[config.mk]
export PLATFORM = sky130hd
export DESIGN_NAME = canon_table_gen
export DESIGN_NICKNAME = d
export VERILOG_FILES = /design/src/rtl/chg_pkg.sv /design/src/rtl/chg_rst_sync.sv /design/src/rtl/chg_run_expander.sv /design/src/rtl/chg_code_assign.sv /design/src/rtl/canon_table_gen.sv
export SDC_FILE = /design/constraint.sdc
export NUM_CORES = 1
export LEC_CHECK = 0
export ABC_AREA = 1
export ABC_CLOCK_PERIOD_IN_PS = 11300
export CAP_MARGIN = 0
export CORE_ASPECT_RATIO = 0.75
export CORE_UTILIZATION = 54
export CTS_BUF_LIST = sky130_fd_sc_hd__clkbuf_8
export CTS_CLUSTER_SIZE = 16
export DETAILED_ROUTE_END_ITERATION = 8
export PLACE_DENSITY = 0.69
export SLEW_MARGIN = 10
export SYNTH_ARGS = -nofsm -noshare
export SYNTH_HDL_FRONTEND = slang
export SYNTH_SLANG_ARGS = --single-unit
export TNS_END_PERCENT = 100
[constraint.sdc]
create_clock -name clk -period 11.3 [get_ports clk]
set_input_delay 2.26 -clock clk [delete_from_list [all_inputs] [get_ports clk]]
set_output_delay 2.26 -clock clk [all_outputs]
set_load 0.01 [all_outputs]
[src/rtl/chg_pkg.sv]
package chg_pkg;

  typedef enum logic [1:0] {
    GEN_WAIT = 2'd0,
    GEN_SCAN = 2'd1,
    GEN_DONE = 2'd2
  } gen_state_e;

endpackage

[src/rtl/chg_rst_sync.sv]
module chg_rst_sync (
  input  logic clk,
  input  logic rst_n_i,
  output logic rst_n_o
);

  logic [1:0] sync_q;

  always_ff @(posedge clk or negedge rst_n_i) begin
    if (!rst_n_i) sync_q <= 2'b00;
    else          sync_q <= {sync_q[0], 1'b1};
  end

  assign rst_n_o = sync_q[1];

endmodule

[src/rtl/chg_run_expander.sv]
module chg_run_expander #(
  parameter int NUM_SYM = 64,
  parameter int LEN_W   = 4,
  parameter int RUN_W   = 4
) (
  input  logic                            clk,
  input  logic                            rst_n,
  input  logic                            in_valid,
  input  logic [LEN_W+RUN_W-1:0]          in_byte,
  output logic [NUM_SYM-1:0][LEN_W-1:0]   lens_o,
  output logic                            full_o
);

  localparam int SYM_W = $clog2(NUM_SYM);
  localparam int PTR_W = SYM_W + 1;
  localparam int SUM_W = PTR_W + RUN_W;

  logic [PTR_W-1:0]               fill_q, fill_d;
  logic [NUM_SYM-1:0][LEN_W-1:0]  lens_q, lens_d;
  logic [NUM_SYM-1:0]             slot_hit;
  logic [LEN_W-1:0]               run_len;
  logic [RUN_W-1:0]               run_m1;
  logic [SUM_W-1:0]               run_end;
  logic                           full, take;

  assign run_len = in_byte[LEN_W+RUN_W-1:RUN_W];
  assign run_m1  = in_byte[RUN_W-1:0];
  assign run_end = SUM_W'(fill_q) + SUM_W'(run_m1) + SUM_W'(1);
  assign full    = (fill_q == PTR_W'(NUM_SYM));
  assign take    = in_valid && !full;

  // one comparator pair per symbol slot: is this slot covered by the run
  for (genvar g = 0; g < NUM_SYM; g++) begin : g_slot
    assign slot_hit[g] = (SUM_W'(g) >= SUM_W'(fill_q)) && (SUM_W'(g) < run_end);
  end

  always_comb begin
    lens_d = lens_q;
    for (int i = 0; i < NUM_SYM; i++) begin
      if (slot_hit[i]) lens_d[i] = run_len;
    end
    if (run_end > SUM_W'(NUM_SYM)) fill_d = PTR_W'(NUM_SYM);
    else                           fill_d = PTR_W'(run_end);
  end

  always_ff @(posedge clk or negedge rst_n) begin
    if (!rst_n) begin
      fill_q <= '0;
      lens_q <= '0;
    end else if (take) begin
      fill_q <= fill_d;
      lens_q <= lens_d;
    end
  end

  assign lens_o = lens_q;
  assign full_o = full;

endmodule

[src/rtl/chg_code_assign.sv]
module chg_code_assign
  import chg_pkg::*;
#(
  parameter int NUM_SYM = 64,
  parameter int LEN_W   = 4,
  parameter int MAX_LEN = 15
) (
  input  logic                            clk,
  input  logic                            rst_n,
  input  logic                            go,
  input  logic [NUM_SYM-1:0][LEN_W-1:0]   lens_i,
  output logic                            tbl_we,
  output logic [$clog2(NUM_SYM)-1:0]      tbl_addr,
  output logic [MAX_LEN-1:0]              tbl_code,
  output logic [LEN_W-1:0]                tbl_bits,
  output logic                            done
);

  localparam int SYM_W  = $clog2(NUM_SYM);
  localparam int CODE_W = MAX_LEN + 1;

  gen_state_e          state_q, state_d;
  logic [LEN_W-1:0]    len_q, len_d;
  logic [SYM_W-1:0]    sym_q, sym_d;
  logic [CODE_W-1:0]   code_q, code_d, code_inc;
  logic                hit, last_sym, last_len, adv;

  assign hit      = (state_q == GEN_SCAN) && (lens_i[sym_q] == len_q);
  assign last_sym = (sym_q == SYM_W'(NUM_SYM - 1));
  assign last_len = (len_q == LEN_W'(MAX_LEN));
  assign code_inc = hit ? code_q + CODE_W'(1) : code_q;
  assign adv      = ((state_q == GEN_WAIT) && go) || (state_q == GEN_SCAN);

  always_comb begin
    state_d = state_q;
    len_d   = len_q;
    sym_d   = sym_q;
    code_d  = code_q;
    unique case (state_q)
      GEN_WAIT: begin
        state_d = GEN_SCAN;
        len_d   = LEN_W'(1);
        sym_d   = '0;
        code_d  = '0;
      end
      GEN_SCAN: begin
        if (last_sym) begin
          sym_d = '0;
          if (last_len) begin
            state_d = GEN_DONE;
            code_d  = code_inc;
          end else begin
            len_d  = len_q + LEN_W'(1);
            code_d = code_inc << 1;
          end
        end else begin
          sym_d  = sym_q + SYM_W'(1);
          code_d = code_inc;
        end
      end
      default: state_d = GEN_DONE;
    endcase
  end

  always_ff @(posedge clk or negedge rst_n) begin
    if (!rst_n) begin
      state_q <= GEN_WAIT;
      len_q   <= '0;
      sym_q   <= '0;
      code_q  <= '0;
    end else if (adv) begin
      state_q <= state_d;
      len_q   <= len_d;
      sym_q   <= sym_d;
      code_q  <= code_d;
    end
  end

  assign tbl_we   = hit;
  assign tbl_addr = sym_q;
  assign tbl_code = code_q[MAX_LEN-1:0];
  assign tbl_bits = len_q;
  assign done     = (state_q == GEN_DONE);

endmodule

[src/rtl/canon_table_gen.sv]
module canon_table_gen #(
  parameter int NUM_SYM = 64,
  parameter int MAX_LEN = 15,
  parameter int LEN_W   = 4,
  parameter int RUN_W   = 4
) (
  input  logic                        clk,
  input  logic                        rst_n,
  input  logic                        cfg_valid,
  input  logic [LEN_W+RUN_W-1:0]      cfg_byte,
  output logic                        tbl_we,
  output logic [$clog2(NUM_SYM)-1:0]  tbl_addr,
  output logic [MAX_LEN-1:0]          tbl_code,
  output logic [LEN_W-1:0]            tbl_bits,
  output logic                        done
);

  logic                           rst_n_s;
  logic [NUM_SYM-1:0][LEN_W-1:0]  lens;
  logic                           lens_full;

  chg_rst_sync u_rst (
    .clk     (clk),
    .rst_n_i (rst_n),
    .rst_n_o (rst_n_s)
  );

  chg_run_expander #(
    .NUM_SYM (NUM_SYM),
    .LEN_W   (LEN_W),
    .RUN_W   (RUN_W)
  ) u_expand (
    .clk      (clk),
    .rst_n    (rst_n_s),
    .in_valid (cfg_valid),
    .in_byte  (cfg_byte),
    .lens_o   (lens),
    .full_o   (lens_full)
  );

  chg_code_assign #(
    .NUM_SYM (NUM_SYM),
    .LEN_W   (LEN_W),
    .MAX_LEN (MAX_LEN)
  ) u_assign (
    .clk      (clk),
    .rst_n    (rst_n_s),
    .go       (lens_full),
    .lens_i   (lens),
    .tbl_we   (tbl_we),
    .tbl_addr (tbl_addr),
    .tbl_code (tbl_code),
    .tbl_bits (tbl_bits),
    .done     (done)
  );

endmodule

==> impl_metrics.tcl <==
set metrics [dict create \
    status "complete, no violations" \
    gp_congestion 1.02 \
    switching_power_w 0.00161 \
    period_share 0.714 \
    leakage_nw 7.90 \
    timing.rr.start "u_assign.tbl_addr[0]" \
    ys.flop_type "dfrtp_1" \
    place_ws_ns 4.03 \
    routed_via_density 5.89 \
    min_path_type "reg -> reg" \
    cp-startpoint "u_assign.tbl_addr[0]" \
    vdd_drop_max_mv 0.136 \
    p_per_area_nw_per_um2 233 \
    cpPeakStageDelay_ns 0.73 \
    clock_latency_ns 0.61 \
    setup_viol 0 \
    rsz0062_at_grt "false" \
    crit_type "reg -> out" \
    p_clk_frac 0.233 \
    synth-edff-count 0 \
    netlist_instances 2083 \
    worst_pin_slew_ns 1.25 \
    critPathRequiredTime_ns 9.04 \
    intPower_w 0.00234 \
    syn_to_final_growth_pct 9.64 \
    cts_buffers 48 \
    grt_usage 0.341 \
    initialDrtViolationCount 2199 \
    cts_sinks 292 \
    synth_area_leader_cell "dfrtp_1" \
    syn-cell-area_um2 15500 \
    via_count 14700 \
    combPwrFrac 0.328 \
    grt_max_degree 80 \
    grt_pass1_vias 13400 \
    antenna_found_initial 1 \
    hold_end "u_rst.sync_q[1]" \
    grt_pass1_wl_mm 77.3 \
    die_w_um 198 \
    cts-root-buf "clkbuf_8" \
    fill_cells 2604 \
    hp-start "u_rst.sync_q[0]" \
    worst-path-max-fanout 72 \
    dp_cells 2425 \
    max_cap_violations 0 \
    whs_path_depth 0 \
    seq_power_share 0.439 \
    synth_area_per_cell_um2 7.44 \
    synth_top_area_share 0.472 \
    clockBufferDepth 3 \
    ioPinCount 38 \
    slew_violations 0 \
    postCtsSetupRepairBufs 0 \
    dpl.hpwl_mm 32.8 \
    synth-seq-cells 292 \
    yosysMostFrequentCell "nand2_1" \
    cts_tree "built" \
    cp_common_cell "nand3_1" \
    postLayoutSetupSlackWorst_ns 3.24 \
    htreeDepth 2 \
    first_pass_iters 6 \
    crit_path_start_kind "flop" \
    finClkSkew_ns 0.0271 \
    final_hold_viol_count 0 \
    nets 2110 \
    period_needed_ns 8.06 \
    initial_utilization 0.551 \
    max_freq_mhz 124 \
    crit_family "buffers and inverters" \
    final_cells 2504 \
    power.total_w 0.00395 \
    crit_chain "inv_4 > buf_4 > nand2_1 > nand3_1 > nand3_1 > nand3_1 > nand3_1 > nand3_1 > nand2_1 > nand2_1 > nand2_1 > nor2_1 > nand3_1 > inv_1 > clkdlybuf4s50_1" \
    timing.reg2reg.worst_path_depth 17 \
    syn-num-nets 2103 \
    drive_gt1_frac 0.0623 \
    r2r_end "u_assign.code_q[3]" \
    coreArea_um2 28100 \
    cp_slowest_cell "dfrtp_4" \
    clk_pin_slew_ns 0.06 \
    async_flop_share 1.00 \
    drc_errors 0 \
    grt_overflow 0 \
    rows 53 \
    timing.hold.ws_ns 0.350 \
    portBuffers 37 \
    ctsResizeCount 0 \
    synth.top_cells.by_area "dfrtp_1 (47%), nand2_1 (20%), nand3_1 (8.7%), o21ai_0 (8.2%), nand4_1 (2.5%)" \
    setup_tns_ns 0 \
    yosysWarnings 0 \
    postCtsHoldBufs 0 \
    synth_cell_types 45 \
    insertedDiodeCount 0 \
    switching_share 0.408 \
    wl_mm 48.9 \
    detail_route.wl_per_cell_um 19.5 \
    timing.critical_path.buf_inv 4 \
    ys_top_cells_by_count "nand2_1 (810), dfrtp_1 (292), nand3_1 (269), o21ai_0 (253), inv_1 (79)" \
    r2r_setup_slack_ns 6.26 \
    slew_headroom 0.163 \
    ant_nets 0 \
    die_h_um 149 \
    cp.arrival_ns 5.80 \
    synth-seq-area-share 0.472 \
    dieArea_um2 29400 \
    cp-end-kind "primary output" \
]
-- state kept, by name, indices dropped and copies added, names as in the netlist --
signal / cells
u_assign.code_q: 15
u_assign.tbl_bits: 4
u_rst.sync_q: 2
u_assign.state_q: 2
u_expand.fill_q: 7
u_assign.tbl_addr: 6
u_expand.lens_o: 256
-- placed cells by master (no fill, tap or decap), drive strengths merged, types with 3 or more instances in the layout --
cell / count
nand2: 817
dfrtp: 292
nand3: 272
o21ai: 257
inv: 101
nor2: 72
nand4: 69
a21oi: 68
clkbuf: 58
clkdlybuf4s50: 37
xor2: 14
buf: 13
nor3: 11
ha: 8
clkinv: 8
o22ai: 6
xnor2: 3
or2: 3
-- power by group through the flow --
stage / clock network (W) / logic (W) / registers (W)
final: 0.000922 / 0.00130 / 0.00174
after global routing: 0.000980 / 0.00145 / 0.00178
after CTS: 0.000933 / 0.00126 / 0.00173
after detailed placement: 0 / 0.00126 / 0.00173
after global placement: 0 / 0.00121 / 0.00174
after floorplan: 0 / 0.000940 / 0.00166
-- layout make-up --
type | count | area [um^2] | area share
Multi-Input combinational cell | 1608 | 7460 | 0.439
Sequential cell | 292 | 7310 | 0.431
Clock buffer | 58 | 798 | 0.0470
Tap cell | 385 | 482 | 0.0284
Timing Repair Buffer | 50 | 468 | 0.0275
Inverter | 90 | 343 | 0.0202
Clock inverter | 21 | 120 | 0.00707
-- stage by stage --
| step | utilization | instance area [um^2] |
|---|---|---|
| final | 0.604 | 17000 |
| after global routing | 0.604 | 17000 |
| after CTS | 0.604 | 17000 |
| after detailed placement | 0.572 | 16100 |
| after global placement | 0.571 | 16100 |
| after floorplan | - | 15500 |
-- layer usage --
metal	GRT usage	vias to the layer above	routed length, um
li1	-	6917	-
met4	0.0977	0	1230
met5	0	-	0
met2	0.462	783	19700
met3	0.0839	99	5550
met1	0.531	6939	22500
-- worst register-to-register path: stages (launching register included) --
cell	delay, ns
dfrtp_4	0.73
inv_4	0.65
buf_4	0.74
nand2_1	0.12
nand3_1	0.13
nand3_1	0.11
nand3_1	0.09
nand3_1	0.18
nand3_1	0.19
nand2_1	0.07
nand2_1	0.05
nand2_1	0.05
nor2_1	0.43
nand3_1	0.54
inv_1	0.50
nand2_1	0.14
nand3_1	0.10
nand3_1	0.09
-- logic make-up (layout without fill, tap and decap cells) --
logic type,count (synthesis),after routing,share of synthesized area
DFF,292,292,0.472
and+or+nand+nor,1246,1246,0.352
AOI/OAI and AO/OA,335,335,0.111
buffers and inverters,183,219,0.0472
adders and majority gates,9,9,0.00775
xor gates and xnor gates,17,17,0.0101
other,1,1,0.000242
-- how the worst max path moves through the flow --
stage                               to  slack [ns]  cells past startpoint
floorplan           u_assign.code_q[0]        2.56                      0
global placement                tbl_we        4.09                     15
detailed placement              tbl_we        4.03                     15
CTS                             tbl_we        3.38                     15
global route                    tbl_we        2.98                     15
finish                          tbl_we        3.24                     15
No activity file was read; power rests on OpenSTA's default activity.
